### src/rtl/swz_pkg.sv
package swz_pkg;
  localparam int NSEL = 4;
  localparam int SELW = 3;

  typedef logic [SELW-1:0] sel_t;

  localparam sel_t SEL_END = 3'b001;

  typedef enum logic [1:0] {ST_IDLE, ST_RUN, ST_HOLD} st_e;

  // lane position of the n-th set bit of an active mask
  function automatic logic [1:0] nth_pos(input logic [NSEL-1:0] act, input logic [1:0] n);
    logic [2:0] cnt;
    nth_pos = '0;
    cnt = '0;
    for (int j = 0; j < NSEL; j++) begin
      if (act[j]) begin
        if (cnt == {1'b0, n}) nth_pos = 2'(j);
        cnt = cnt + 3'd1;
      end
    end
  endfunction
endpackage

### src/rtl/swz_rsync.sv
module swz_rsync (
  input  logic clk,
  input  logic arst_n,
  output logic srst_n
);
  logic meta;

  always_ff @(posedge clk or negedge arst_n) begin
    if (!arst_n) begin
      meta   <= 1'b0;
      srst_n <= 1'b0;
    end else begin
      meta   <= 1'b1;
      srst_n <= meta;
    end
  end
endmodule

### src/rtl/swz_dec.sv
module swz_dec
  import swz_pkg::*;
(
  input  logic [NSEL*SELW-1:0] sel,
  output logic [2:0]           dlen,
  output logic [NSEL-1:0]      act,
  output logic [2:0]           nact
);
  // lowest end marker fixes the destination subvector length
  always_comb begin
    logic found;
    found = 1'b0;
    dlen  = 3'(NSEL);
    for (int j = 0; j < NSEL; j++) begin
      if (!found && sel[j*SELW +: SELW] == SEL_END) begin
        dlen  = 3'(j + 1);
        found = 1'b1;
      end
    end
  end

  for (genvar j = 0; j < NSEL; j++) begin : g_act
    assign act[j] = (3'(j) < dlen) && (sel[j*SELW+1 +: 2] != 2'b00);
  end

  always_comb begin
    nact = '0;
    for (int j = 0; j < NSEL; j++) nact = nact + {2'b00, act[j]};
  end
endmodule

### src/rtl/swz_walk.sv
module swz_walk #(
  parameter int VLW = 7
) (
  input  logic           clk,
  input  logic           rst_n,
  input  logic           clr,
  input  logic           adv,
  input  logic           outer,
  input  logic [VLW-1:0] vl,
  input  logic [2:0]     nact,
  output logic [VLW-1:0] elem,
  output logic [1:0]     slot
);
  logic [VLW-1:0] elem_n;
  logic [1:0]     slot_n;
  logic           en;

  assign en = clr | adv;

  always_comb begin
    elem_n = elem;
    slot_n = slot;
    if (clr) begin
      elem_n = '0;
      slot_n = '0;
    end else if (adv) begin
      if (outer) begin
        if (elem == vl - VLW'(1)) begin
          elem_n = '0;
          slot_n = slot + 2'd1;
        end else begin
          elem_n = elem + VLW'(1);
        end
      end else begin
        if ({1'b0, slot} == nact - 3'd1) begin
          slot_n = '0;
          elem_n = elem + VLW'(1);
        end else begin
          slot_n = slot + 2'd1;
        end
      end
    end
  end

  always_ff @(posedge clk or negedge rst_n) begin
    if (!rst_n) begin
      elem <= '0;
      slot <= '0;
    end else if (en) begin
      elem <= elem_n;
      slot <= slot_n;
    end
  end

  // a consumed pair always refers to an existing slot and element
  assert_slot_in_range_R9: assert property (@(posedge clk) disable iff (!rst_n)
    adv |-> ({1'b0, slot} < nact) && (elem < vl));
endmodule

### src/rtl/swz_seq.sv
module swz_seq
  import swz_pkg::*;
#(
  parameter int VL_MAX = 64
) (
  input  logic        clk,
  input  logic        rst_n,
  input  logic        start,
  input  logic        vert_first,
  input  logic        pack_en,
  input  logic        unpack_en,
  input  logic [6:0]  vec_len,
  input  logic [2:0]  src_sublen,
  input  logic [11:0] sel,
  input  logic        step_rdy,
  output logic        mv_valid,
  output logic [7:0]  mv_dst,
  output logic [7:0]  mv_src,
  output logic        mv_const,
  output logic        mv_one,
  output logic        done,
  output logic        done_all
);
  localparam int VLW  = $clog2(VL_MAX + 1);
  localparam int IDXW = $clog2(VL_MAX * NSEL);
  localparam int TOTW = $clog2(VL_MAX * NSEL + 1);

  logic srst_n;
  swz_rsync u_rsync (.clk(clk), .arst_n(rst_n), .srst_n(srst_n));

  // captured configuration
  logic [VLW-1:0]       c_vl;
  logic [2:0]           c_sub;
  logic [NSEL*SELW-1:0] c_sel;
  logic                 c_pack, c_unpack, c_vf;

  st_e            st, st_n;
  logic [TOTW-1:0] k, k_n;
  logic [2:0]      grp, grp_n;
  logic            done_n, dall_n, lat, clr, adv;

  logic [2:0]      dlen, nact, gsize;
  logic [NSEL-1:0] act;
  logic [TOTW-1:0] total;
  logic [VLW-1:0]  s_elem, d_elem;
  logic [1:0]      s_slot, d_slot, s_pos, d_pos;
  sel_t            s_code;

  swz_dec u_dec (.sel(c_sel), .dlen(dlen), .act(act), .nact(nact));

  swz_walk #(.VLW(VLW)) u_src_walk (
    .clk(clk), .rst_n(srst_n), .clr(clr), .adv(adv), .outer(c_pack),
    .vl(c_vl), .nact(nact), .elem(s_elem), .slot(s_slot));

  swz_walk #(.VLW(VLW)) u_dst_walk (
    .clk(clk), .rst_n(srst_n), .clr(clr), .adv(adv), .outer(c_unpack),
    .vl(c_vl), .nact(nact), .elem(d_elem), .slot(d_slot));

  assign total = TOTW'(c_vl) * TOTW'(nact);
  assign gsize = c_pack ? (c_unpack ? 3'd1 : dlen) : c_sub;

  // offset formation
  assign s_pos  = nth_pos(act, s_slot);
  assign d_pos  = nth_pos(act, d_slot);
  assign s_code = c_sel[SELW*s_pos +: SELW];

  always_comb begin
    if (!s_code[2])  mv_src = '0;
    else if (c_pack) mv_src = IDXW'(s_code[1:0]) * IDXW'(c_vl) + IDXW'(s_elem);
    else             mv_src = IDXW'(s_elem) * IDXW'(c_sub) + IDXW'(s_code[1:0]);
  end

  always_comb begin
    if (c_unpack) mv_dst = IDXW'(d_pos) * IDXW'(c_vl) + IDXW'(d_elem);
    else          mv_dst = IDXW'(d_elem) * IDXW'(dlen) + IDXW'(d_pos);
  end

  assign mv_const = !s_code[2];
  assign mv_one   = !s_code[2] && s_code[0];
  assign mv_valid = (st == ST_RUN) && (nact != 3'd0);
  assign adv      = mv_valid && step_rdy;

  // next state
  always_comb begin
    st_n   = st;
    k_n    = k;
    grp_n  = grp;
    done_n = 1'b0;
    dall_n = 1'b0;
    lat    = 1'b0;
    clr    = 1'b0;
    unique case (st)
      ST_IDLE: begin
        if (start) begin
          lat   = 1'b1;
          clr   = 1'b1;
          k_n   = '0;
          grp_n = '0;
          st_n  = ST_RUN;
        end
      end
      ST_RUN: begin
        if (nact == 3'd0) begin
          done_n = 1'b1;
          dall_n = 1'b1;
          st_n   = ST_IDLE;
        end else if (step_rdy) begin
          k_n   = k + TOTW'(1);
          grp_n = grp + 3'd1;
          if (k == total - TOTW'(1)) begin
            done_n = 1'b1;
            dall_n = 1'b1;
            st_n   = ST_IDLE;
          end else if (c_vf && (grp + 3'd1 == gsize)) begin
            done_n = 1'b1;
            grp_n  = '0;
            st_n   = ST_HOLD;
          end
        end
      end
      ST_HOLD: begin
        if (start) st_n = ST_RUN;
      end
      default: st_n = ST_IDLE;
    endcase
  end

  // registers
  always_ff @(posedge clk or negedge srst_n) begin
    if (!srst_n) begin
      st       <= ST_IDLE;
      k        <= '0;
      grp      <= '0;
      done     <= 1'b0;
      done_all <= 1'b0;
    end else begin
      st       <= st_n;
      k        <= k_n;
      grp      <= grp_n;
      done     <= done_n;
      done_all <= dall_n;
    end
  end

  always_ff @(posedge clk or negedge srst_n) begin
    if (!srst_n) begin
      c_vl     <= VLW'(1);
      c_sub    <= 3'd1;
      c_sel    <= '0;
      c_pack   <= 1'b0;
      c_unpack <= 1'b0;
      c_vf     <= 1'b0;
    end else if (lat) begin
      c_vl     <= vec_len;
      c_sub    <= src_sublen;
      c_sel    <= sel;
      c_pack   <= pack_en;
      c_unpack <= unpack_en;
      c_vf     <= vert_first;
    end
  end

  // a stalled request keeps every field
  assert_hold_stable_R9: assert property (@(posedge clk) disable iff (!srst_n)
    mv_valid && !step_rdy |=> mv_valid && $stable(mv_dst) && $stable(mv_src)
                              && $stable(mv_const) && $stable(mv_one));

  // sequence end is also a burst end and no request is shown with it
  assert_end_pulse_R10: assert property (@(posedge clk) disable iff (!srst_n)
    done_all |-> done && !mv_valid);

  // a burst that ends before the sequence only exists in vertical-first
  assert_group_end_R11: assert property (@(posedge clk) disable iff (!srst_n)
    done && !done_all |-> c_vf);

  // destination offset stays inside the destination vector
  assert_dst_range_R6: assert property (@(posedge clk) disable iff (!srst_n)
    mv_valid |-> TOTW'(mv_dst) < TOTW'(c_vl) * TOTW'(dlen));

  // constant requests carry a zero source offset
  assert_const_src_R4: assert property (@(posedge clk) disable iff (!srst_n)
    mv_valid && mv_const |-> mv_src == '0);
endmodule

### config.mk
export PLATFORM = sky130hd
export DESIGN_NAME = swz_seq
export DESIGN_NICKNAME = d
export VERILOG_FILES = /design/src/rtl/swz_pkg.sv /design/src/rtl/swz_rsync.sv /design/src/rtl/swz_dec.sv /design/src/rtl/swz_walk.sv /design/src/rtl/swz_seq.sv
export SDC_FILE = /design/constraint.sdc
export NUM_CORES = 1
export LEC_CHECK = 0
export CORE_UTILIZATION = 25
export CTS_BUF_LIST = sky130_fd_sc_hd__clkbuf_8 sky130_fd_sc_hd__clkbuf_16
export DETAILED_ROUTE_END_ITERATION = 6
export PLACE_DENSITY = 0.4
export SYNTH_ARGS = -nofsm -noshare
export SYNTH_HDL_FRONTEND = slang
export SYNTH_SLANG_ARGS = --single-unit
### constraint.sdc
create_clock -name clk -period 6.6 [get_ports clk]
set_clock_uncertainty 0.2 [all_clocks]
set_input_delay 1.98 -clock clk [delete_from_list [all_inputs] [get_ports clk]]
set_output_delay 1.98 -clock clk [all_outputs]
set_load 0.02 [all_outputs]
==> reports/results.tsv <==
stage	metric	value	unit
clock_network	clk buf depth	2	
critical_path	CP peak stage delay	0.51	ns
synthesis	post-synth net total	968	
floorplan	chip width	168	µm
global_route	global-route wire length before repair	31600	µm
route	Post-Route WL	19300	µm
finish	diodes inserted	0	
global_route	largest net degree at the start of global routing	60	
route	initial detailed-routing violation count	260	
critical_path	WP data required	4.42	ns
clock_network	Clock Sinks	61	
sta	final worst path period share	107	%
floorplan	Rows	60	
sta	RSZ-0062 raised after global routing	true	
place	post-DP HPWL	15100	µm
synthesis	Synth Flop Type	dfrtp_1	
critical_path	R2R Setup Slk	0.78	ns
sta	Final Hold Viols	0	
synthesis	Syn Inst Count	839	
route	Final ANT Viol Nets	0	
critical_path	Worst Setup Start Kind	register	
floorplan	Die ar.	0.0281	mm²
sta	Achievable Freq	141	MHz
finish	Layout Area Growth over Synthesis	27.3	%
synthesis	syn_area_per_cell	8.19	µm²
sta	fin crit period	7.08	ns
sta	relative slew slack	45.4	%
finish	Nets	1072	
critical_path	critical path type	register to primary output	
outcome	status	complete, but fails checks	
synthesis	asr flop ratio synth	100	%
synthesis	Post-synth EDFFs	0	
critical_path	CP top delay family	adder cells	
floorplan	I/O pins	50	
synthesis	Cell variety after synth	75	
run	max-cap viol count	0	
route	DR pass1 iterations	4	
synthesis	Yosys warning count	0	
critical_path	CP bufs+invs	3	
synthesis	register bit total from synthesis	61	
route	DR WL/cell	15.0	µm
critical_path	CP endpoint kind	primary output	
clock_network	CTS H-tree depth	3	
critical_path	CP max stage cell	fa_1	
place	DP Worst Slack	-0.702	ns
finish	share of cells above drive strength 1	19.3	%
sta	PnR worst setup slack	-0.481	ns
floorplan	Placeable Area	0.0270	mm²
sta	worst-margin pin slew	0.819	ns
clock_network	clock transition at the registers of the reported paths	0.05	ns
sta	final setup fails	7	
critical_path	CP cell instances	or3b_4, o21ai_4, ha_4, nor3b_2, a211oi_1, a21oi_1, nand4bb_1, buf_4, o211ai_1, o21ai_4, nand2_1, fa_1, inv_2, ha_4, fa_2, a21oi_2, o211ai_1, a21oi_2, xor2_1, nand2_1, or2_4, a31oi_4, buf_6	
place	RD Place Congestion	0.773	
place	Port Buffer Count	49	
synthesis	sequential cell area fraction in the yosys report	22.3	%
route	vias per inst	4.51	
floorplan	Initial Util	25.5	%
sta	final slew viol count	0	
clock_network	CTS tree	built	
critical_path	CP Data Arrival Time	4.90	ns
critical_path	Crit Path Max Fanout	4	
route	DRC	0	
clock_network	CTS Buf Count	9	
min_path	hold crit path type	register to register	
global_route	gr ovfl total	0	
global_route	initial antenna violation count	0	
synthesis	Synth Cell Area	0.00687	mm²
global_route	GRT Util Overall	14.4	%
route	DR vias	5819	
clock_network	Root Driver	clkbuf_16	
floorplan	Die Ht	168	µm
global_route	number of global-route vias before repair	5915	
outcome	failing checks	negative setup slack	
clock_network	worst-skew pair later-pin latency	0.34	ns
worst reg2reg max path: stages (launching register included):
cell,delay (ns)
dfrtp_1,0.42
buf_4,0.16
nor3b_2,0.05
buf_4,0.14
a211oi_2,0.21
o21ai_1,0.13
buf_4,0.18
fa_1,0.41
inv_1,0.06
ha_1,0.32
nand2_1,0.11
ha_1,0.32
fa_1,0.51
inv_1,0.07
fa_1,0.46
a21o_1,0.17
a21o_1,0.20
a2111oi_0,0.43
nor3_1,0.11
nor4_2,0.54
o21ai_0,0.26
a21bo_2,0.25
cell usage after synthesis, types with 4 or more instances:
cell type	count	area (µm²)
fa_1	33	661
nor2b_1	6	37.5
xnor3_1	7	158
mux2i_1	7	70.1
nor3b_1	5	37.5
nand4_1	5	31.3
nor2_1	46	173
a21oi_1	35	175
xnor2_1	52	455
xor2_1	18	158
and2_1	13	81.3
o211ai_1	5	37.5
nor3b_2	4	50.1
or2_2	4	25.0
mux2_2	4	45.0
and3_1	7	43.8
o21bai_1	5	37.5
o21ai_0	38	190
nand2b_1	12	75.1
a21o_1	13	97.6
inv_1	95	357
nor3_1	8	40.0
buf_1	4	15.0
ha_1	67	838
dfrtp_1	59	1480
or3_1	4	25.0
buf_2	8	40.0
nand2_1	166	623
clkbuf_1	28	105
nand3_1	16	80.1
a31oi_1	9	56.3
flip-flops by register name, indices dropped and copies added, names as in the netlist:
signal,cells
c_pack,1
c_sel,12
c_sub,3
c_unpack,1
c_vf,1
c_vl,7
done,1
done_all,1
grp,3
k,9
st,2
u_dst_walk.elem,7
u_dst_walk.slot,2
u_rsync.meta,1
u_rsync.srst_n,1
u_src_walk.elem,7
u_src_walk.slot,2
final timing paths:
path	from	depth (start not counted)	to
setup reg to reg	c_sel[4]	21	st[0]
hold / removal	u_rsync.meta	0	u_rsync.srst_n
max in group asynchronous	rst_n	1	u_rsync.srst_n
setup / recovery	c_sel[2]	23	mv_src[7]
hold reg to reg	u_rsync.meta	0	u_rsync.srst_n
min in group asynchronous	u_rsync.srst_n	1	c_sel[6]
kinds of logic after synthesis:
group,count (synthesis),share of synthesized area [%]
AOI/OAI and AO/OA,136,13.3
xor gates and xnor gates,77,11.2
adders and majority gates,100,21.8
buffers and inverters,138,7.90
DFF,61,22.3
muxes,11,1.68
other,1,0.0546
and+or+nand+nor,315,21.8
routing by layer:
layer,vias to the layer above,GRT usage (%),part of all wire [%]
met1,2766,20.1,51
met3,13,1.25,2.7
met2,78,23.4,45
met5,-,0,0
li1,2962,-,-
met4,0,4.43,1.4
per-stage QoR:
step / hold slack (ns) / instances / utilization (%) / setup TNS, ns / cell area (µm²)
2_1_floorplan: 0.131 / 839 / - / -0.241 / 6980
3_3_place_gp: 0.137 / 1265 / 30.8 / -2.52 / 8300
3_5_place_dp: 0.138 / 1265 / 30.8 / -2.74 / 8300
4_1_cts: 0.150 / 1287 / 32.1 / -1.51 / 8660
5_1_grt: 0.156 / 1289 / 32.5 / -3.98 / 8750
6_report: 0.148 / 1289 / 32.5 / -1.46 / 8750
layout by cell type, fill, tap and decap left out, types with 6 or more instances in the layout:
| cell | instances |
|---|---|
| a21o_1 | 13 |
| a21oi_1 | 29 |
| a21oi_2 | 6 |
| a31oi_1 | 8 |
| and2_1 | 12 |
| and3_1 | 6 |
| buf_4 | 86 |
| buf_6 | 7 |
| clkbuf_16 | 9 |
| clkdlybuf4s50_1 | 37 |
| dfrtp_1 | 58 |
| fa_1 | 31 |
| ha_1 | 62 |
| inv_1 | 91 |
| nand2_1 | 165 |
| nand2b_1 | 12 |
| nand3_1 | 16 |
| nor2_1 | 45 |
| nor3_1 | 7 |
| o21ai_0 | 31 |
| xnor2_1 | 48 |
| xnor3_1 | 7 |
| xor2_1 | 18 |
cell type report:
class / instances / area [µm²]
Inverter: 96 / 360
Multi-Input combinational cell: 640 / 5030
Clock buffer: 11 / 253
Timing Repair Buffer: 135 / 1120
Fill cell: 2901 / 18200
Tap cell: 341 / 427
Sequential cell: 61 / 1530
Clock inverter: 5 / 26.3
what timing repair did:
item                       4_1_cts  5_1_grt
pin swaps                       15       20
resized for setup               67       29
hold buffers                     0        0
setup endpoints to repair       12       12
buffers inserted                 7        2
Power is left out: the tool's default activity adds up to more than one toggle a clock period on the data nets, which glitch-free logic cannot reach.
